<file path="src/rtl/irq_pq_pkg.sv">
package irq_pq_pkg;

   typedef enum logic [2:0] {
      OP_NONE,
      OP_TRIG,
      OP_EOI,
      OP_GET,
      OP_SET,
      OP_BAD
   } pq_op_e;

   typedef struct packed {
      logic [1:0] pq;
      logic       fire;
   } pq_step_t;

   localparam logic [1:0] PQ_IDLE = 2'b00;
   localparam logic [1:0] PQ_OFF  = 2'b01;
   localparam logic [1:0] PQ_PEND = 2'b10;
   localparam logic [1:0] PQ_QUED = 2'b11;

   // Trigger step: only idle sources notify; pending ones remember the hit.
   function automatic pq_step_t pq_on_trigger(input logic [1:0] cur);
      pq_step_t r;
      r.fire = 1'b0;
      case (cur)
         PQ_IDLE: begin
            r.pq   = PQ_PEND;
            r.fire = 1'b1;
         end
         PQ_PEND, PQ_QUED: r.pq = PQ_QUED;
         default:          r.pq = cur;
      endcase
      return r;
   endfunction

   // End-of-interrupt step: a remembered hit turns into a fresh notification.
   function automatic pq_step_t pq_on_eoi(input logic [1:0] cur);
      pq_step_t r;
      r.fire = 1'b0;
      case (cur)
         PQ_PEND: r.pq = PQ_IDLE;
         PQ_QUED: begin
            r.pq   = PQ_PEND;
            r.fire = 1'b1;
         end
         default: r.pq = cur;
      endcase
      return r;
   endfunction

endpackage

</file>
<file path="src/rtl/irq_pq_dec.sv">
module irq_pq_dec
   import irq_pq_pkg::*;
#(
   parameter int ADDR_W       = 24,
   parameter int PAGE_SHIFT   = 12,
   parameter int NUM_SRC      = 8,
   parameter int SRC_W        = 3,
   parameter bit STORE_EOI_EN = 1'b1
) (
   input  logic              req_valid,
   input  logic              req_write,
   input  logic [ADDR_W-1:0] req_addr,
   output pq_op_e            dec_op,
   output logic [1:0]        dec_setv,
   output logic [SRC_W-1:0]  dec_src,
   output logic              dec_hit
);

   localparam int IDX_W    = ADDR_W - PAGE_SHIFT;
   localparam bit TWO_PAGE = (PAGE_SHIFT == 13) || (PAGE_SHIFT == 17);

   logic [IDX_W-1:0] idx;
   logic [3:0]       sub;
   logic             st_trig;
   logic             in_mgmt;
   logic             addr_unused_fold;

   assign idx              = req_addr[ADDR_W-1:PAGE_SHIFT];
   assign sub              = req_addr[11:8];
   assign dec_hit          = req_valid && (idx < IDX_W'(NUM_SRC));
   assign dec_src          = idx[SRC_W-1:0];
   assign dec_setv         = sub[1:0];
   assign addr_unused_fold = ^req_addr;

   generate
      if (TWO_PAGE) begin : g_split
         assign st_trig = !req_addr[PAGE_SHIFT-1];
         assign in_mgmt = req_addr[PAGE_SHIFT-1];
      end else begin : g_shared
         assign st_trig = (sub[3:2] == 2'b00);
         assign in_mgmt = 1'b1;
      end
   endgenerate

   always_comb begin
      dec_op = OP_NONE;
      if (req_valid) begin
         if (!dec_hit) begin
            dec_op = req_write ? OP_NONE : OP_BAD;
         end else if (req_write) begin
            if (st_trig)
               dec_op = OP_TRIG;
            else if (in_mgmt && (sub[3:2] == 2'b01) && STORE_EOI_EN)
               dec_op = OP_EOI;
         end else if (!in_mgmt) begin
            dec_op = OP_BAD;
         end else begin
            case (sub[3:2])
               2'b00:   dec_op = OP_EOI;
               2'b01:   dec_op = OP_BAD;
               2'b10:   dec_op = OP_GET;
               default: dec_op = OP_SET;
            endcase
         end
      end
   end

endmodule

</file>
<file path="src/rtl/irq_pq_cell.sv">
module irq_pq_cell
   import irq_pq_pkg::*;
#(
   parameter bit IS_LSI = 1'b0
) (
   input  logic       clk,
   input  logic       rst_n,
   input  logic       src_in,
   input  logic       sel,
   input  pq_op_e     op,
   input  logic [1:0] setv,
   input  logic       take,
   output logic [1:0] pq,
   output logic       owed,
   output logic       refire
);

   logic [1:0] pq_q;
   logic       owed_q;
   logic       lvl_q;
   logic       hw_t;
   logic       mmio_t;
   logic       lvl_t;
   logic       eoi_hit;
   pq_step_t   s_mmio;
   pq_step_t   s_lvl;
   pq_step_t   s_hw;

   generate
      if (IS_LSI) begin : g_level
         assign hw_t = src_in && !lvl_q;
      end else begin : g_edge
         assign hw_t = src_in;
      end
   endgenerate

   // Management first, then the held-level replay, then the hardware trigger.
   always_comb begin
      s_mmio  = '{pq: pq_q, fire: 1'b0};
      mmio_t  = 1'b0;
      eoi_hit = 1'b0;
      if (sel) begin
         case (op)
            OP_EOI: begin
               s_mmio  = pq_on_eoi(pq_q);
               eoi_hit = 1'b1;
            end
            OP_SET:  s_mmio.pq = setv;
            OP_TRIG: mmio_t    = 1'b1;
            default: ;
         endcase
      end
      lvl_t = eoi_hit && IS_LSI && lvl_q;
      s_lvl = lvl_t ? pq_on_trigger(s_mmio.pq) : '{pq: s_mmio.pq, fire: 1'b0};
      s_hw  = (hw_t || mmio_t) ? pq_on_trigger(s_lvl.pq) : '{pq: s_lvl.pq, fire: 1'b0};
   end

   always_ff @(posedge clk) begin
      if (!rst_n) begin
         pq_q   <= PQ_IDLE;
         owed_q <= 1'b0;
         lvl_q  <= 1'b0;
      end else begin
         pq_q   <= s_hw.pq;
         owed_q <= (owed_q && !take) || s_mmio.fire || s_lvl.fire || s_hw.fire;
         lvl_q  <= IS_LSI ? src_in : 1'b0;
      end
   end

   assign pq     = pq_q;
   assign owed   = owed_q;
   assign refire = s_mmio.fire || s_lvl.fire;

   AST_TRIG_FROM_IDLE: assert property (@(posedge clk) disable iff (!rst_n)
      (!sel && hw_t && pq_q == PQ_IDLE) |=> (pq_q == PQ_PEND && owed_q));
   AST_OFF_HOLDS: assert property (@(posedge clk) disable iff (!rst_n)
      (!sel && pq_q == PQ_OFF) |=> (pq_q == PQ_OFF));
   AST_QUEUED_HOLDS: assert property (@(posedge clk) disable iff (!rst_n)
      (!sel && pq_q == PQ_QUED) |=> (pq_q == PQ_QUED));
   AST_EOI_CLEARS: assert property (@(posedge clk) disable iff (!rst_n)
      (sel && op == OP_EOI && pq_q == PQ_PEND && !lvl_q && !hw_t) |=> (pq_q == PQ_IDLE));

endmodule

</file>
<file path="src/rtl/irq_pq_fifo.sv">
module irq_pq_fifo #(
   parameter int WIDTH = 3,
   parameter int DEPTH = 4
) (
   input  logic             clk,
   input  logic             rst_n,
   input  logic             in_valid,
   input  logic [WIDTH-1:0] in_data,
   output logic             full,
   output logic             out_valid,
   input  logic             out_ready,
   output logic [WIDTH-1:0] out_data
);

   generate
      if (DEPTH == 1) begin : g_slot
         logic             held_q;
         logic [WIDTH-1:0] data_q;

         always_ff @(posedge clk) begin
            if (!rst_n)
               held_q <= 1'b0;
            else if (!held_q && in_valid)
               held_q <= 1'b1;
            else if (held_q && out_ready)
               held_q <= 1'b0;
         end

         always_ff @(posedge clk) begin
            if (!held_q && in_valid)
               data_q <= in_data;
         end

         assign full      = held_q;
         assign out_valid = held_q;
         assign out_data  = data_q;
      end else begin : g_ring
         localparam int PTR_W = $clog2(DEPTH);
         localparam int CNT_W = $clog2(DEPTH + 1);

         logic [WIDTH-1:0] mem [DEPTH];
         logic [PTR_W-1:0] wr_q;
         logic [PTR_W-1:0] rd_q;
         logic [CNT_W-1:0] cnt_q;
         logic             do_push;
         logic             do_pop;

         assign full      = (cnt_q == CNT_W'(DEPTH));
         assign out_valid = (cnt_q != '0);
         assign out_data  = mem[rd_q];
         assign do_push   = in_valid && !full;
         assign do_pop    = out_valid && out_ready;

         always_ff @(posedge clk) begin
            if (!rst_n) begin
               wr_q  <= '0;
               rd_q  <= '0;
               cnt_q <= '0;
            end else begin
               if (do_push)
                  wr_q <= (wr_q == PTR_W'(DEPTH - 1)) ? '0 : wr_q + 1'b1;
               if (do_pop)
                  rd_q <= (rd_q == PTR_W'(DEPTH - 1)) ? '0 : rd_q + 1'b1;
               if (do_push && !do_pop)
                  cnt_q <= cnt_q + 1'b1;
               else if (do_pop && !do_push)
                  cnt_q <= cnt_q - 1'b1;
            end
         end

         always_ff @(posedge clk) begin
            if (do_push)
               mem[wr_q] <= in_data;
         end
      end
   endgenerate

   AST_NTF_HOLD: assert property (@(posedge clk) disable iff (!rst_n)
      (out_valid && !out_ready) |=> (out_valid && $stable(out_data)));

endmodule

</file>
<file path="src/rtl/irq_pq_ctrl.sv">
module irq_pq_ctrl
   import irq_pq_pkg::*;
#(
   parameter int                 NUM_SRC      = 8,
   parameter int                 PAGE_SHIFT   = 12,
   parameter int                 ADDR_W       = 24,
   parameter int                 DATA_W       = 64,
   parameter int                 FIFO_DEPTH   = 4,
   parameter bit                 STORE_EOI_EN = 1'b1,
   parameter logic [NUM_SRC-1:0] LSI_MAP      = '0,
   localparam int                SRC_W        = (NUM_SRC > 1) ? $clog2(NUM_SRC) : 1
) (
   input  logic               clk,
   input  logic               rst_n,
   input  logic [NUM_SRC-1:0] src_in,
   input  logic               req_valid,
   input  logic               req_write,
   input  logic [ADDR_W-1:0]  req_addr,
   output logic               rsp_valid,
   output logic [DATA_W-1:0]  rsp_data,
   output logic               ntf_valid,
   input  logic               ntf_ready,
   output logic [SRC_W-1:0]   ntf_src
);

   generate
      if (!(PAGE_SHIFT == 12 || PAGE_SHIFT == 13 || PAGE_SHIFT == 16 || PAGE_SHIFT == 17)) begin : g_bad_shift
         $error("PAGE_SHIFT must be 12, 13, 16 or 17");
      end
      if (NUM_SRC < 2) begin : g_bad_nsrc
         $error("NUM_SRC must be at least 2");
      end
      if (FIFO_DEPTH < 1) begin : g_bad_depth
         $error("FIFO_DEPTH must be at least 1");
      end
      if (DATA_W < 2) begin : g_bad_data
         $error("DATA_W must be at least 2");
      end
      if (ADDR_W < PAGE_SHIFT + SRC_W) begin : g_bad_addr
         $error("ADDR_W too narrow for NUM_SRC pages");
      end
   endgenerate

   pq_op_e                    dec_op;
   logic [1:0]                dec_setv;
   logic [SRC_W-1:0]          dec_src;
   logic                      dec_hit;
   logic [NUM_SRC-1:0][1:0]   pq_all;
   logic [NUM_SRC-1:0]        owed_all;
   logic [NUM_SRC-1:0]        refire_all;
   logic [NUM_SRC-1:0]        take;
   logic [SRC_W-1:0]          pick;
   logic                      pick_any;
   logic                      fifo_full;
   logic                      push;
   logic [DATA_W-1:0]         rd_word;

   irq_pq_dec #(
      .ADDR_W       (ADDR_W),
      .PAGE_SHIFT   (PAGE_SHIFT),
      .NUM_SRC      (NUM_SRC),
      .SRC_W        (SRC_W),
      .STORE_EOI_EN (STORE_EOI_EN)
   ) u_dec (
      .req_valid (req_valid),
      .req_write (req_write),
      .req_addr  (req_addr),
      .dec_op    (dec_op),
      .dec_setv  (dec_setv),
      .dec_src   (dec_src),
      .dec_hit   (dec_hit)
   );

   generate
      for (genvar g = 0; g < NUM_SRC; g++) begin : g_src
         logic hit_me;
         assign hit_me  = dec_hit && (dec_src == SRC_W'(g)) && (dec_op != OP_NONE);
         assign take[g] = push && (pick == SRC_W'(g));

         irq_pq_cell #(
            .IS_LSI (LSI_MAP[g])
         ) u_cell (
            .clk    (clk),
            .rst_n  (rst_n),
            .src_in (src_in[g]),
            .sel    (hit_me),
            .op     (dec_op),
            .setv   (dec_setv),
            .take   (take[g]),
            .pq     (pq_all[g]),
            .owed   (owed_all[g]),
            .refire (refire_all[g])
         );
      end
   endgenerate

   // Lowest-numbered owed source enters the queue first.
   always_comb begin
      pick     = '0;
      pick_any = 1'b0;
      for (int i = NUM_SRC - 1; i >= 0; i--) begin
         if (owed_all[i]) begin
            pick     = SRC_W'(i);
            pick_any = 1'b1;
         end
      end
   end

   assign push = pick_any && !fifo_full;

   irq_pq_fifo #(
      .WIDTH (SRC_W),
      .DEPTH (FIFO_DEPTH)
   ) u_fifo (
      .clk       (clk),
      .rst_n     (rst_n),
      .in_valid  (push),
      .in_data   (pick),
      .full      (fifo_full),
      .out_valid (ntf_valid),
      .out_ready (ntf_ready),
      .out_data  (ntf_src)
   );

   always_comb begin
      if (!dec_hit || dec_op == OP_BAD)
         rd_word = '1;
      else if (dec_op == OP_EOI)
         rd_word = DATA_W'(refire_all[dec_src]);
      else
         rd_word = DATA_W'(pq_all[dec_src]);
   end

   always_ff @(posedge clk) begin
      if (!rst_n) begin
         rsp_valid <= 1'b0;
         rsp_data  <= '0;
      end else begin
         rsp_valid <= req_valid && !req_write;
         if (req_valid && !req_write)
            rsp_data <= rd_word;
      end
   end

   AST_LOAD_ANSWERED: assert property (@(posedge clk) disable iff (!rst_n)
      (req_valid && !req_write) |=> rsp_valid);
   AST_OOR_ONES: assert property (@(posedge clk) disable iff (!rst_n)
      (req_valid && !req_write && !dec_hit) |=> (rsp_data == {DATA_W{1'b1}}));
   AST_NO_SPURIOUS_RSP: assert property (@(posedge clk) disable iff (!rst_n)
      !(req_valid && !req_write) |=> !rsp_valid);

endmodule

</file>
<file path="config.mk">
export PLATFORM = sky130hd
export DESIGN_NAME = irq_pq_ctrl
export DESIGN_NICKNAME = d
export VERILOG_FILES = /design/src/rtl/irq_pq_pkg.sv /design/src/rtl/irq_pq_dec.sv /design/src/rtl/irq_pq_cell.sv /design/src/rtl/irq_pq_fifo.sv /design/src/rtl/irq_pq_ctrl.sv
export SDC_FILE = /design/constraint.sdc
export NUM_CORES = 1
export LEC_CHECK = 0
export BUFFER_PORTS_ARGS = -buffer_cell sky130_fd_sc_hd__buf_4
export CAP_MARGIN = 20
export CORE_MARGIN = 1
export CORE_UTILIZATION = 55
export CTS_BUF_LIST = sky130_fd_sc_hd__clkbuf_2 sky130_fd_sc_hd__clkbuf_4 sky130_fd_sc_hd__clkbuf_8
export CTS_CLUSTER_DIAMETER = 100
export CTS_CLUSTER_SIZE = 20
export DETAILED_ROUTE_END_ITERATION = 10
export PLACE_DENSITY = 0.95
export SLEW_MARGIN = 20
export SYNTH_ARGS = -nofsm -noshare
export SYNTH_HDL_FRONTEND = slang
export SYNTH_SLANG_ARGS = --single-unit
</file>
<file path="constraint.sdc">
create_clock -name clk -period 8.58 [get_ports clk]
set_input_delay 0.858 -clock clk [delete_from_list [all_inputs] [get_ports clk]]
set_output_delay 0.858 -clock clk [all_outputs]
set_load 0.03 [all_outputs]
</file>
==> metrics.md <==
| Metric | Value |
|---|---|
| Crit Path Max Fanout | `12` |
| Fin cells | `544` |
| First-pass DRT Iterations | `10` |
| Clock sink count | `49` |
| Drt drc | `30` |
| Critical path cell sequence | `buf_4 > or4_1 > or3_4 > a2111oi_4 > o211ai_1 > a32o_2 > a2111o_1 > a31oi_1` |
| RSZ-0062 raised after global routing | `no` |
| Setup CP Type | `in -> reg` |
| WHS Path Cells | `2` |
| Slew Limit Fails | `0` |
| Final worst path period share | `0.395` |
| Post-Synthesis Cells | `441` |
| Avg Cell Area, Syn | `8.50 sq um` |
| Initial antenna violation count | `0` |
| Worst reg2reg path startpoint | `g_src[0].u_cell.owed` |
| Crit path max-delay family | `compound AO/OA/AOI/OAI gates` |
| Die Y | `roughly 85 um` |
| Slowest Stage Delay on Critical Path | `0.65 ns` |
| Die width | `84.5 um` |
| Area of the multi-input gates | `0.00206 sq mm` |
| Most common cell after layout, fill and taps aside | `buf_4` |
| First DRT Iteration DRCs | `430` |
| Core Box Area | `0.00646 sq mm` |
| Worst path required time | `8.81 ns` |
| Worst hold path class | `reg -> reg` |
| Clock latency on the worst-skew pair | `0.32 ns` |
| Yosys warns | `0` |
| Hpwl dp | `7.39 mm` |
| Hold Path End | `u_fifo.g_ring.rd_q[1]` |
| P&R area growth vs syn | `10.4%` |
| Total setup buffers inserted after CTS | `0` |
| First-pass GRT wire length | `15.7 mm` |
| Std-Cell Rows | `29` |
| Maximum vdd drop | `0.0925 mV` |
| Largest net degree at the start of global routing | `64` |
| Setup Slack @ Placement | `~4.9 ns` |
| Clock root cell | `clkbuf_8` |
| Pwr/cell area | `188 mW/mm^2` |
| Final setup violation count | `0` |
| Post-route setup slack | `between 5 and 6 ns` |
| Post-synth EDFFs | `12` |
| FMAX | `295 MHz` |
| Remaining global-route overflow | `0` |
| Per-cell routed wire length | `18.4 um` |
| IO buf count | `97` |
| Critical Path Start Type | `input pin` |
| Clk buf depth | `2` |
| Fillers | `538` |
| Gp weighted congestion | `0.961` |
| Slowest CP cell | `or4_1` |
| Worst-case clock skew | `0.0106 ns` |
| CP arrival | `3.62 ns` |
| Wire length on met3 | `between 1 and 1.5 mm` |
| CTS Hold Buffers Added | `0` |
| Status | `finished, violations left` |
| Tmin final | `3.39 ns` |
| Final wirelength | `roughly 10 mm` |
| Relative slew slack | `0.354` |
| Reg area | `0.00110 sq mm` |
| CP Buf/Inv Count | `1` |
| Netlist cell types | `67` |
| Slew @ Worst Pin | `slightly below 1 ns` |
| Placed cells | `536` |
| Setup TNS | `0 ns` |
| Main synth FF type | `dfxtp_1` |
| Cell area after synthesis | `0.00375 sq mm` |
| Vias | `3,587` |
| Final net count | `514` |
| I/O Pins | `106` |
| # diodes | `0` |
| Layout cells sized above 1 | `0.283` |
| Htree depth | `2` |
| Post-DR vias/cell | `6.59` |
| Worst Min Path Start | `u_fifo.g_ring.rd_q[1]` |
| Vias in the first global route | `3,341` |
| Die ar. | `between 0.007 and 0.008 sq mm` |
| Kind of end point of the critical path | `flop` |
| Routed Antenna Nets | `0` |
| Synth Register Bits | `49` |
| Worst hold slack | `0.518 ns` |
| Total of max-cap violations | `0` |
| Starting Density | `0.580` |
| Seq/Total Area, Yosys | `0.294` |
| GRT Util Overall | `0.276` |
| Failing checks | `DRC` |
| Syn nets | `489` |
| Internal reg-to-reg setup slack | `approximately 5.9 ns` |
| Metal1 wirelength | `3.68 mm` |
| Met2 wire length | `4.63 mm` |
| Static Leak | `approximately 1.7 nW` |
| Reg clk slew, reported paths | `0.09 ns` |
| Depth of the most critical reg-to-reg path | `8` |
| Max layer used | `met4` |
| Post-synth ARST share | `0` |
| Final Hold Fails | `0` |
| Post-cts sizing count | `0` |
| Pwr Total | `780 uW` |
| Worst reg2reg path endpoint | `u_fifo.g_ring.cnt_q[2]` |
| Number of CTS-inserted buffers | `5` |
| Most frequent cells in the layout | `buf_4, nand2_1, dfxtp_1, nor2_1, a21oi_1` |
| CTS tree | `built` |
## worst register-to-register path, delay by kind of cell, from the launching register on
family | cells | cell delay (ns)
compound gates | 2 | 0.74
fa+ha+maj | 2 | 0.71
simple gates | 2 | 0.44
flops | 1 | 0.42
xor+xnor | 1 | 0.17
buf+inv | 1 | 0.07
## sequential cells by signal, summed over array words and instances, names as in the netlist, named ones only
register and flops:
g_src.u_cell.pq 16, u_fifo.g_ring.mem 12, g_src.u_cell.owed 8, rsp_data 3
u_fifo.g_ring.cnt_q 3, u_fifo.g_ring.rd_q 2, u_fifo.g_ring.wr_q 2, rsp_valid 1
## area by class of cell
cell class                 count  share of cell area
clock buffer                   5              0.0166
timing repair buffer          98               0.178
tap                           77              0.0233
sequential                    49               0.266
clock inverter                 3             0.00635
inverter                      12              0.0109
multi-input combinational    300               0.499
## metrics by stage
step,area [sq um],utilization
after global routing,4140,0.641
final,4140,0.641
after global placement,4040,0.626
after CTS,4140,0.641
after floorplan,3750,-
after detailed placement,4040,0.626
## power by group
part / switching (mW) / internal (mW)
Combinational: 0.192 / 0.128
Sequential: 0.0352 / 0.280
Clock: 0.0850 / 0.0594
Total: 0.312 / 0.468
## layer usage
metal	global-route usage	vias to the layer above
met5	0	-
met4	0.154	0
met3	0.0590	39
met2	0.468	298
met1	0.325	1632
li1	-	1618
## worst max path at each step
stage	from	slack, ns	end	depth (start not counted)
floorplan	req_addr[21]	5.28	g_src[4].u_cell.pq[0]	10
global placement	req_addr[21]	4.98	g_src[2].u_cell.owed	8
detailed placement	req_addr[21]	4.92	g_src[2].u_cell.owed	8
CTS	req_addr[21]	5.23	g_src[2].u_cell.owed	8
global route	req_addr[10]	5.11	g_src[1].u_cell.pq[0]	10
finish	req_addr[21]	5.19	g_src[2].u_cell.owed	8
## synthesized netlist by cell type, types with 2 or more instances
master	instances	area (sq um)
a31oi_1	9	56.3
nor2b_1	6	37.5
nor3_1	8	40.0
a211oi_2	3	37.5
or2_2	3	18.8
o41ai_1	3	26.3
a31o_1	2	17.5
nor4_1	6	37.5
a21oi_1	27	135
inv_1	12	45.0
dfxtp_1	37	741
nor3b_1	2	15.0
nand3b_1	3	22.5
mux4_2	7	158
o21bai_1	2	15.0
xor2_1	2	17.5
a21boi_0	4	30.0
and3_1	5	31.3
mux2i_1	5	50.1
nand2b_1	7	43.8
clkbuf_1	14	52.6
edfxtp_1	12	360
ha_1	10	125
o21ai_0	13	65.1
a41oi_1	3	26.3
buf_2	4	20.0
a32o_1	3	30.0
nor2_1	28	105
o221a_1	2	22.5
nor4_2	2	25.0
o211ai_1	7	52.6
or4_1	5	37.5
and2_1	9	56.3
a2111o_1	2	22.5
buf_4	62	465
o22ai_1	2	12.5
or3_1	5	31.3
nand4_1	7	43.8
a21o_1	2	15.0
nand3_1	21	105
o21a_1	8	60.1
nand2_1	37	139
o21ai_1	6	30.0
## cell families after synthesis
| kind of cell | synth area share |
|---|---|
| AOI/OAI and AO/OA | 0.219 |
| xor gates and xnor gates | 0.00468 |
| adders and majority gates | 0.0387 |
| buffers and inverters | 0.156 |
| DFF | 0.294 |
| muxes | 0.0584 |
| and+or+nand+nor | 0.230 |
Power figures use the tool's default switching activity.
